**config.mk**
```make
export PLATFORM = sky130hd
export DESIGN_NAME = hw_sem_bank
export DESIGN_NICKNAME = d
export VERILOG_FILES = /design/src/rtl/hw_sem_pkg.sv /design/src/rtl/hw_sem_decode.sv /design/src/rtl/hw_sem_cell.sv /design/src/rtl/hw_sem_resp.sv /design/src/rtl/hw_sem_bank.sv
export SDC_FILE = /design/constraint.sdc
export NUM_CORES = 1
export LEC_CHECK = 0
export BUFFER_PORTS_ARGS = -buffer_cell sky130_fd_sc_hd__buf_4
export CORE_MARGIN = 4
export CORE_UTILIZATION = 31
export CTS_CLUSTER_DIAMETER = 40
export DETAILED_ROUTE_END_ITERATION = 6
export PLACE_DENSITY = 0.81
export SLEW_MARGIN = 15
export SYNTH_ARGS = -nofsm -noshare
export SYNTH_HDL_FRONTEND = slang
export SYNTH_HIERARCHICAL = 1
export SYNTH_SLANG_ARGS = --single-unit
```
**constraint.sdc**
```tcl
create_clock -name clk -period 1.6 [get_ports clk]
set_clock_uncertainty 0.05 [all_clocks]
set_input_delay 0.08 -clock clk [delete_from_list [all_inputs] [get_ports clk]]
set_output_delay 0.08 -clock clk [all_outputs]
set_load 0.005 [all_outputs]
```
**src/rtl/hw_sem_pkg.sv**
```systemverilog
package hw_sem_pkg;

    localparam int BUS_W     = 32;
    localparam int N_PORTS   = 2;
    localparam int PORT_FW   = 0;  // higher priority
    localparam int PORT_DRV  = 1;
    localparam int SEM_MDIO  = 0;
    localparam int SEM_SHRAM = 2;

    typedef enum logic [1:0] {
        ACC_IDLE  = 2'd0,
        ACC_READ  = 2'd1,
        ACC_WRITE = 2'd2
    } acc_kind_t;

    // per-port, per-flag request seen by a cell
    typedef struct packed {
        logic acquire;
        logic release_;
    } sem_hit_t;

    function automatic acc_kind_t classify(input logic sel, input logic wr);
        if (!sel)    return ACC_IDLE;
        else if (wr) return ACC_WRITE;
        else         return ACC_READ;
    endfunction

    function automatic logic is_release(input logic [BUS_W-1:0] w);
        return w[0];
    endfunction

    function automatic logic [BUS_W-1:0] grant_word(input logic g);
        return {{(BUS_W-1){1'b0}}, g};
    endfunction

endpackage

```
**src/rtl/hw_sem_decode.sv**
```systemverilog
module hw_sem_decode
    import hw_sem_pkg::*;
#(
    parameter int NUM_SEM = 4,
    parameter int IDX_W   = (NUM_SEM > 1) ? $clog2(NUM_SEM) : 1
) (
    input  logic             sel,
    input  logic             wr,
    input  logic [IDX_W-1:0] idx,
    input  logic             wbit,
    output logic             is_read,
    output sem_hit_t         hits [NUM_SEM]
);
    acc_kind_t kind;

    always_comb kind = classify(sel, wr);
    always_comb is_read = (kind == ACC_READ);

    for (genvar s = 0; s < NUM_SEM; s++) begin : g_hit
        logic match;
        always_comb match = (idx == IDX_W'(s));
        always_comb begin
            hits[s].acquire  = match && (kind == ACC_READ);
            hits[s].release_ = match && (kind == ACC_WRITE) && wbit;
        end
    end
endmodule

```
**src/rtl/hw_sem_cell.sv**
```systemverilog
module hw_sem_cell
    import hw_sem_pkg::*;
#(
    parameter int NPORT = N_PORTS
) (
    input  logic     clk,
    input  logic     rst,
    input  sem_hit_t req  [NPORT],
    output logic     gnt  [NPORT],
    output logic     taken
);
    logic [NPORT-1:0] acq_v;
    logic [NPORT-1:0] rel_v;
    logic [NPORT-1:0] gnt_v;

    for (genvar p = 0; p < NPORT; p++) begin : g_unpack
        always_comb acq_v[p] = req[p].acquire;
        always_comb rel_v[p] = req[p].release_;
        always_comb gnt[p]   = gnt_v[p];
    end

    // fixed priority: lowest port number wins a free flag
    always_comb begin
        gnt_v = '0;
        if (!taken) begin
            for (int p = 0; p < NPORT; p++) begin
                if (acq_v[p] && (gnt_v == '0)) gnt_v[p] = 1'b1;
            end
        end
    end

    always_ff @(posedge clk) begin
        if (rst)              taken <= 1'b0;
        else if (|gnt_v)      taken <= 1'b1;
        else if (|rel_v)      taken <= 1'b0;
    end

    p_take_needs_read_r2: assert property (@(posedge clk) disable iff (rst)
        $rose(taken) |-> $past(|acq_v));
    p_hold_without_release_r5: assert property (@(posedge clk) disable iff (rst)
        (taken && !(|rel_v)) |=> taken);
    p_release_frees_r4: assert property (@(posedge clk) disable iff (rst)
        (taken && (|rel_v)) |=> !taken);
endmodule

```
**src/rtl/hw_sem_resp.sv**
```systemverilog
module hw_sem_resp
    import hw_sem_pkg::*;
(
    input  logic             clk,
    input  logic             rst,
    input  logic             is_read,
    input  logic             granted,
    output logic             rvalid,
    output logic [BUS_W-1:0] rdata
);
    always_ff @(posedge clk) begin
        if (rst) begin
            rvalid <= 1'b0;
            rdata  <= '0;
        end else begin
            rvalid <= is_read;
            rdata  <= is_read ? grant_word(granted) : '0;
        end
    end

    p_resp_only_after_read_r10: assert property (@(posedge clk) disable iff (rst)
        rvalid |-> $past(is_read));
    p_data_is_flag_r2: assert property (@(posedge clk) disable iff (rst)
        rvalid |-> (rdata[BUS_W-1:1] == '0));
endmodule

```
**src/rtl/hw_sem_bank.sv**
```systemverilog
module hw_sem_bank
    import hw_sem_pkg::*;
#(
    parameter int NUM_SEM = 4,
    parameter int IDX_W   = (NUM_SEM > 1) ? $clog2(NUM_SEM) : 1
) (
    input  logic             clk,
    input  logic             rst,
    input  logic             fw_sel,
    input  logic             fw_wr,
    input  logic [IDX_W-1:0] fw_idx,
    input  logic [31:0]      fw_wdata,
    output logic             fw_rvalid,
    output logic [31:0]      fw_rdata,
    input  logic             drv_sel,
    input  logic             drv_wr,
    input  logic [IDX_W-1:0] drv_idx,
    input  logic [31:0]      drv_wdata,
    output logic             drv_rvalid,
    output logic [31:0]      drv_rdata
);
    logic             p_sel   [N_PORTS];
    logic             p_wr    [N_PORTS];
    logic [IDX_W-1:0] p_idx   [N_PORTS];
    logic             p_wbit  [N_PORTS];
    logic             p_isrd  [N_PORTS];
    logic             p_gnt   [N_PORTS];
    logic             p_rv    [N_PORTS];
    logic [BUS_W-1:0] p_rd    [N_PORTS];
    sem_hit_t         hit_ps  [N_PORTS][NUM_SEM];
    logic [NUM_SEM-1:0] gnt_ps [N_PORTS];
    logic [NUM_SEM-1:0] sem_taken;
    logic             wdata_unused;

    always_comb begin
        p_sel[PORT_FW]  = fw_sel;   p_sel[PORT_DRV]  = drv_sel;
        p_wr[PORT_FW]   = fw_wr;    p_wr[PORT_DRV]   = drv_wr;
        p_idx[PORT_FW]  = fw_idx;   p_idx[PORT_DRV]  = drv_idx;
        p_wbit[PORT_FW] = is_release(fw_wdata);
        p_wbit[PORT_DRV] = is_release(drv_wdata);
        wdata_unused = ^{fw_wdata[31:1], drv_wdata[31:1], sem_taken};
    end

    for (genvar p = 0; p < N_PORTS; p++) begin : g_port
        hw_sem_decode #(.NUM_SEM(NUM_SEM), .IDX_W(IDX_W)) u_dec (
            .sel(p_sel[p]), .wr(p_wr[p]), .idx(p_idx[p]), .wbit(p_wbit[p]),
            .is_read(p_isrd[p]), .hits(hit_ps[p])
        );
        always_comb p_gnt[p] = |gnt_ps[p];
        hw_sem_resp u_resp (
            .clk(clk), .rst(rst), .is_read(p_isrd[p]), .granted(p_gnt[p]),
            .rvalid(p_rv[p]), .rdata(p_rd[p])
        );
    end

    for (genvar s = 0; s < NUM_SEM; s++) begin : g_sem
        sem_hit_t req_s [N_PORTS];
        logic     gnt_s [N_PORTS];
        for (genvar p = 0; p < N_PORTS; p++) begin : g_route
            always_comb req_s[p] = hit_ps[p][s];
            always_comb gnt_ps[p][s] = gnt_s[p];
        end
        hw_sem_cell #(.NPORT(N_PORTS)) u_cell (
            .clk(clk), .rst(rst), .req(req_s), .gnt(gnt_s), .taken(sem_taken[s])
        );
    end

    always_comb begin
        fw_rvalid  = p_rv[PORT_FW];
        fw_rdata   = p_rd[PORT_FW];
        drv_rvalid = p_rv[PORT_DRV];
        drv_rdata  = p_rd[PORT_DRV];
    end

    p_single_winner_r6: assert property (@(posedge clk) disable iff (rst)
        $past(fw_sel && !fw_wr && drv_sel && !drv_wr && (fw_idx == drv_idx))
        |-> !(fw_rdata[0] && drv_rdata[0]));
    p_idle_in_reset_r1: assert property (@(posedge clk)
        $past(rst) |-> (!fw_rvalid && !drv_rvalid));
endmodule

```
==> metrics.txt, run 1 <==
Clock Tree Root=clkbuf_4; final wirelength=~1.6 mm; Final Slew Violations=0; post-synthesis compound-gate area fraction=0.0296; die footprint=0.00426 mm2; vias per cell=between 3 and 4; n_diodes=0; CTS clock-pin slew for the worst setup and hold paths=0.06 ns; area delta synth->final=-4.19%; post-cts resize count=0; most common cell after layout, fill and taps aside=conb_1; Slowest-stage cell, CP=or4_1; H-tree Lvls=1; Top delay family on crit path=simple AND/OR/NAND/NOR gates; core region area=slightly above 0.003 mm2; DR WL/cell=8.39 um; Avg Cell Area, Syn=a little over 8 um2; most frequent cells in the layout=62 x conb_1, 16 x buf_4, 12 x nor2_1; nets@finish=219; CTS buffer count=3; post-synthesis mux area share=0; CP Data Required Time=1.71 ns; Sink Count=8; IO Count=between 100 and 150; vias=648; largest family of logic cells by synthesized area=buffers and inverters; Setup WS pre-CTS=between 0.09 and 0.1 ns; port bufs=15; fmax=slightly below 700 MHz; worst setup path class=reg2reg; # DRC=0; final non-filler cell total=roughly 190; vias in the first global route=514; Crit Path Max Fanout=4; Post-Synth Adder-Cell Area=0; antenna violations before repair=0; final setup margin=0.153 ns; #FFs+latches synth=8; Setup crit end kind=flop; Synth warnings=6; setup TNS=0 ns; Hold Path Depth=2; element type at the critical path start=flop; Power Total=0.506 mW; Setup violations, final=0; CTS max path bufs=2; TritonRoute pass-1 iters=4; Max IR drop VDD=0.116 mV; ratio of cells with drive above 1 in the final layout=0.259; RSZ-0062 raised after global routing=false; Synth Area in XOR/XNOR=0; min cycle time layout=1.45 ns; status=complete, no violations; Arrival @ worst endpoint=1.56 ns; Initial DRC Count=22; Register-to-Register Path Depth=3; final hold vios=0; unique cell type count in the Yosys netlist=17; crit share post-route=0.905; RD Place Congestion=a little over 0.8; chip height=65.3 um; dpl cells=about 180; Die X=65.3 um; post-synthesis cell count=126; mapped cell area=0.00102 mm2; fill count=339; instance count on the critical path=3; CTS tree=done; Detail Route Antenna Nets=0; Worst-Skew Late Latency=0.26 ns; Worst Path Buf+Inv=0; hold_buf cts=0; first-pass GRT wire length=2.17 mm; Pwr Density=520 mW/mm2; all-layer global routing usage=0.0674; Post-CTS Repair Setup Buffers=0; largest net degree at the start of global routing=9; gr ovfl total=0; max incr delay on CP=0.51 ns; Post-Synth Simple-Gate Area=0.340; MaxCap Viol Count=0; row count=20; HP Class=in2reg; sequential-to-total area share from yosys stat=0.158; critical path cell sequence=and2b_2 > or4_1 > and3b_1; DP HPWL=1.39 mm; Initial Utilization=0.327; Leak=0.518 nW
## metrics by stage
step                      cell area, um2   util  hold slack, ns
after floorplan                     1240      -          0.0993
after global placement               951  0.306           0.286
after detailed placement             951  0.306           0.290
after CTS                            973  0.314         0.00395
after global routing                 973  0.314         0.00530
final                                973  0.314          0.0100
## cell families after synthesis
family / count (synthesis)
AOI/OAI and AO/OA: 4
DFF: 8
other: 2
and+or+nand+nor: 48
buffers and inverters: 64
## Yosys cell counts
| cell type | instances | area share |
|---|---|---|
| nand2_1 | 2 | 0.0074 |
| nor3_2 | 10 | 0.099 |
| nand2b_1 | 4 | 0.025 |
| and3b_1 | 2 | 0.017 |
| nor2_1 | 12 | 0.044 |
| nor3_1 | 2 | 0.0099 |
| buf_4 | 62 | 0.46 |
| conb_1 | 2 | 0.0074 |
| inv_1 | 2 | 0.0074 |
| nand3_2 | 2 | 0.020 |
| and2b_2 | 4 | 0.034 |
| nor3b_1 | 4 | 0.030 |
| or4_1 | 2 | 0.015 |
| dfxtp_1 | 8 | 0.16 |
| nor2b_1 | 2 | 0.012 |
| nand2b_4 | 2 | 0.027 |
| o21a_1 | 4 | 0.030 |
## sequential cells by signal, indices dropped and copies added, names as in the netlist
| name | cells |
|---|---|
| g_sem.u_cell/taken | 4 |
| g_port.u_resp/rdata | 2 |
| g_port.u_resp/rvalid | 2 |
## worst paths after layout
path / startpoint / end / slack, ns
max: g_sem[3].u_cell/taken / g_port[0].u_resp/rdata[0] / 0.15
min: rst / g_sem[3].u_cell/taken / 0.01
max reg2reg: g_sem[3].u_cell/taken / g_port[0].u_resp/rdata[0] / 0.15
min reg2reg: g_sem[3].u_cell/taken / g_sem[3].u_cell/taken / 0.53
## report_power, final
group	switching, mW	internal, mW
clock	0.0720	0.0860
sequential	0.00765	0.209
combinational	0.0799	0.0520
total	0.160	0.347
## cell type report
| type | instances | area [um2] | share of cell area |
|---|---|---|---|
| clock buffer | 3 | 22.5 | 0.0231 |
| timing repair buffer | 16 | 120 | 0.123 |
| tap | 44 | 55.1 | 0.0566 |
| inverter | 2 | 7.51 | 0.00771 |
| sequential | 8 | 160 | 0.165 |
| multi-input combinational | 114 | 608 | 0.625 |
## per-layer routing
metal  track usage  vias to the layer above  share of wire
li1              -                      315              -
met1        0.0609                      283           0.31
met2         0.116                       43           0.51
met3        0.0359                        7           0.15
met4        0.0440                        0          0.026
met5             0                        -              0
(Power assumes the default switching activity.)
==> run 2, diff against run 1 <==
Settings changed: CTS_CLUSTER_SIZE set to 12, PLACE_DENSITY 0.81 to 0.83.
==> metrics.txt, run 2 (same netlist as run 1, synthesis figures left out) <==
status=complete, no violations (unchanged); worst hold slack=0.0150 ns (was 0.0100 ns); HP Class=in2reg (unchanged); antenna violations before repair=0 (unchanged); all-layer global routing usage=0.0768 (was 0.0674); DP HPWL=1.45 mm (was 1.39 mm); met3 track demand over resource=0.0291 (was 0.0359); Setup violations, final=0 (unchanged); Reg with most FFs=g_sem.u_cell/taken (unchanged); Worst-Skew Late Latency=0.26 ns (about the same); first-pass GRT wire length=2.50 mm (was 2.17 mm); crit share post-route=0.906 (was 0.905); gr ovfl total=0 (unchanged); fill count=355 (was 339); Final Slew Violations=0 (unchanged); final setup margin=0.151 ns (was 0.153 ns); max reg flops=4 (unchanged); post-layout util=0.314 (unchanged); setup TNS=0 ns (unchanged); Setup crit end kind=flop (unchanged); element type at the critical path start=flop (unchanged); Leak=0.518 nW (unchanged); Clock Tree Root=clkbuf_4 (unchanged); max incr delay on CP=0.50 ns (was 0.51 ns); CTS tree=done (unchanged); die footprint=0.00426 mm2 (unchanged); Arrival @ worst endpoint=1.55 ns (was 1.56 ns); grt peak-use layer=met2 (unchanged); DP Area=951 um2 (unchanged); area delta synth->final=-4.19% (unchanged); ratio of cells with drive above 1 in the final layout=0.259 (unchanged); Crit Path Max Fanout=4 (unchanged); RSZ-0062 raised after global routing=false (unchanged); vias per cell=3.56 (was 3.47); row count=20 (unchanged); post-cts resize count=0 (unchanged); CTS max path bufs=2 (unchanged); Sink Count=8 (unchanged); Max IR drop VDD=0.147 mV (was 0.116 mV); post-route cell area=973 um2 (unchanged); DR WL/cell=9.20 um (was 8.39 um); GR Util met2=0.144 (was 0.116); min cycle time layout=1.45 ns (about the same); core region area=0.00310 mm2 (unchanged); H-tree Lvls=1 (unchanged); nets@finish=219 (unchanged); Initial Utilization=0.327 (unchanged); CTS buffer count=3 (unchanged); MaxCap Viol Count=0 (unchanged); Initial DRC Count=40 (was 22); RD Place Congestion=0.808 (was 0.813); Pwr Density=521 mW/mm2 (was 520 mW/mm2); most frequent cells in the layout=62 x conb_1, 16 x buf_4, 12 x nor2_1 (unchanged); final wirelength=1.72 mm (was 1.57 mm); met1 global-route usage=0.0724 (was 0.0609); n_diodes=0 (unchanged); largest net degree at the start of global routing=9 (unchanged); Post-CTS Repair Setup Buffers=0 (unchanged); Setup WS pre-CTS=0.0916 ns (was 0.0923 ns); Detail Route Antenna Nets=0 (unchanged); dpl cells=184 (unchanged); fmax=690 MHz (was 691 MHz); chip height=65.3 um (unchanged); most common cell after layout, fill and taps aside=conb_1 (unchanged); # DRC=0 (unchanged); final hold vios=0 (unchanged); Die X=65.3 um (unchanged); Largest regs=g_sem.u_cell/taken (4), g_port.u_resp/rdata (2), g_port.u_resp/rvalid (2) (unchanged); hold_buf cts=0 (unchanged); vias=666 (was 648); IO Count=140 (unchanged); Power Total=0.508 mW (was 0.506 mW); CTS clock-pin slew for the worst setup and hold paths=0.06 ns (about the same); TritonRoute pass-1 iters=4 (unchanged); final non-filler cell total=187 (unchanged); critical path cell sequence=and2b_2 > or4_1 > and3b_1 (unchanged); CP Data Required Time=1.71 ns (about the same); Slowest-stage cell, CP=or4_1 (unchanged); port bufs=15 (unchanged); vias in the first global route=570 (was 514); worst setup path class=reg2reg (unchanged)
[run 2: worst paths after layout]
path	end	start	slack, ns	cells after the start
worst min register to register	g_sem[0].u_cell/taken	g_sem[0].u_cell/taken	0.53	2
worst max-delay path	g_port[0].u_resp/rdata[0]	g_sem[3].u_cell/taken	0.15	3
worst max register to register	g_port[0].u_resp/rdata[0]	g_sem[3].u_cell/taken	0.15	3
worst min-delay path	g_sem[0].u_cell/taken	rst	0.02	2
[run 2: report_power, final]
group / switching (mW) / internal (mW) / leakage [nW]
Combinational: 0.0814 / 0.0521 / 0.439
Clock: 0.0717 / 0.0861 / 0.0138
Sequential: 0.00779 / 0.209 / 0.0654
[run 2: cell type report]
class	count	area [um2]	area share
clock buffer	3	22.5	0.0231
multi-input combinational	114	608	0.625
sequential	8	160	0.165
tap	44	55.1	0.0566
inverter	2	7.51	0.00771
timing repair buffer	16	120	0.123
[run 2: critical path, delay by kind of cell, from the launching register on]
family	cells	cell delay (ns)
flops	1	0.38
simple gates	3	0.92
[run 2: per-layer routing]
metal / wire, um / part of all wire / up-vias
met1: 511 / 0.30 / 301
met4: 27 / 0.016 / 0
li1: - / - / 315
met5: 0 / 0 / -
met2: 955 / 0.56 / 44
met3: 226 / 0.13 / 6
==> run 3, diff against run 2 <==
Settings changed: GPL_TIMING_DRIVEN set to 0, PLACE_DENSITY 0.83 to 0.81.
==> metrics.txt, run 3 (same netlist as run 1, synthesis figures left out) <==
max incr delay on CP=0.50 ns (about the same); most common cell after layout, fill and taps aside=buf_4 (was conb_1); CTS tree=done (unchanged); HP Class=in2reg (unchanged); CTS clock-pin slew for the worst setup and hold paths=0.05 ns (was 0.06 ns); DP HPWL=1.67 mm (was 1.45 mm); Leak=0.851 nW (was 0.518 nW); grt peak-use layer=met2 (unchanged); final wirelength=1.83 mm (was 1.72 mm); port bufs=15 (unchanged); Setup WS pre-CTS=0.0210 ns (was 0.0916 ns); area delta synth->final=40.9% (was -4.19%); Register-to-Register Path Depth=3 (unchanged); Largest regs=g_sem.u_cell/taken (4), g_port.u_resp/rdata (2), g_port.u_resp/rvalid (2) (unchanged); max reg flops=4 (unchanged); DR WL/cell=7.40 um (was 9.20 um); Initial DRC Count=14 (was 40); Setup crit end kind=flop (unchanged); element type at the critical path start=flop (unchanged); first-pass GRT wire length=2.70 mm (was 2.50 mm); Die X=65.3 um (unchanged); gr ovfl total=0 (unchanged); critical path cell sequence=and2b_2 > or4_1 > and3b_1 (unchanged); RD Place Congestion=0.854 (was 0.808); Setup violations, final=0 (unchanged); met1 global-route usage=0.0744 (was 0.0724); instance count on the critical path=3 (unchanged); largest net degree at the start of global routing=9 (unchanged); Max IR drop VDD=0.122 mV (was 0.147 mV); Clock Tree Root=clkbuf_4 (unchanged); vias=794 (was 666); Post-CTS Repair Setup Buffers=0 (unchanged); CTS buffer count=3 (unchanged); Worst-Skew Late Latency=0.26 ns (about the same); Arrival @ worst endpoint=1.54 ns (was 1.55 ns); Initial Utilization=0.327 (unchanged); ratio of cells with drive above 1 in the final layout=0.480 (was 0.259); Worst Path Buf+Inv=0 (unchanged); all-layer global routing usage=0.0821 (was 0.0768); GR Util met2=0.153 (was 0.144); die footprint=0.00426 mm2 (unchanged); H-tree Lvls=1 (unchanged); IO Count=140 (unchanged); worst setup path class=reg2reg (unchanged); Detail Route Antenna Nets=0 (unchanged); crit share post-route=0.900 (was 0.906); Sink Count=8 (unchanged); worst hold slack=0.0121 ns (was 0.0150 ns); Hold Path Depth=2 (unchanged); RSZ-0062 raised after global routing=false (unchanged); core region area=0.00310 mm2 (unchanged); met3 track demand over resource=0.0274 (was 0.0291); CTS max path bufs=2 (unchanged); final setup margin=0.160 ns (was 0.151 ns); MaxCap Viol Count=0 (unchanged); setup TNS=0 ns (unchanged); row count=20 (unchanged); status=complete, no violations (unchanged); Pwr Density=432 mW/mm2 (was 521 mW/mm2); chip height=65.3 um (unchanged); most frequent cells in the layout=77 x buf_4, 62 x conb_1, 12 x nor2_1 (was 62 x conb_1, 16 x buf_4, 12 x nor2_1); fill count=329 (was 355); nets@finish=280 (was 219); Top delay family on crit path=simple AND/OR/NAND/NOR gates (unchanged); Slowest-stage cell, CP=or4_1 (unchanged); min cycle time layout=1.44 ns (was 1.45 ns); final non-filler cell total=248 (was 187); Reg with most FFs=g_sem.u_cell/taken (unchanged); # DRC=0 (unchanged); TritonRoute pass-1 iters=2 (was 4); fmax=695 MHz (was 690 MHz); Crit Path Max Fanout=4 (unchanged); final hold vios=0 (unchanged); vias per cell=3.20 (was 3.56); Final Slew Violations=0 (unchanged); dpl cells=245 (was 184); antenna violations before repair=0 (unchanged); post-cts resize count=0 (unchanged); n_diodes=0 (unchanged); vias in the first global route=676 (was 570); CP Data Required Time=1.70 ns (was 1.71 ns); hold_buf cts=0 (unchanged)
[run 3: changes by cell type in the layout (fill, tap and decap cells not counted)]
cell   previous run  this run
buf_4            16        77
[run 3: cell type report]
class                           count  area, um2  share of cell area
Sequential cell                     8        160               0.112
Multi-Input combinational cell    114        608               0.425
Buffer                             62        465               0.325
Clock buffer                        3       22.5              0.0157
Inverter                            2       7.51             0.00524
Tap cell                           44       55.1              0.0385
Timing Repair Buffer               15        113              0.0787
[run 3: routing by layer]
| layer | vias up | share of wire | wire length, um |
|---|---|---|---|
| li1 | 438 | - | - |
| met5 | - | 0 | 0 |
| met1 | 312 | 0.34 | 629 |
| met2 | 40 | 0.52 | 962 |
| met3 | 4 | 0.11 | 195 |
| met4 | 0 | 0.026 | 47 |
[run 3: worst paths after layout]
path / slack, ns / to / from
hold / removal: 0.01 / g_sem[3].u_cell/taken / rst
hold reg to reg: 0.52 / g_sem[3].u_cell/taken / g_sem[3].u_cell/taken
setup reg to reg: 0.16 / g_port[0].u_resp/rdata[0] / g_sem[3].u_cell/taken
setup / recovery: 0.16 / g_port[0].u_resp/rdata[0] / g_sem[3].u_cell/taken
[run 3: power by group]
group / internal [mW] / total (mW) / switching (mW)
sequential: 0.209 / 0.216 / 0.00720
clock: 0.0862 / 0.160 / 0.0736
combinational: 0.146 / 0.243 / 0.0975
[run 3: per-stage QoR]
step / utilization / instance area, um2 / power [mW]
after global routing: 0.461 / 1430 / 0.665
final: 0.461 / 1430 / 0.619
after CTS: 0.461 / 1430 / 0.619
after global placement: 0.454 / 1410 / 0.454
after detailed placement: 0.454 / 1410 / 0.456
after floorplan: - / 1240 / 0.409
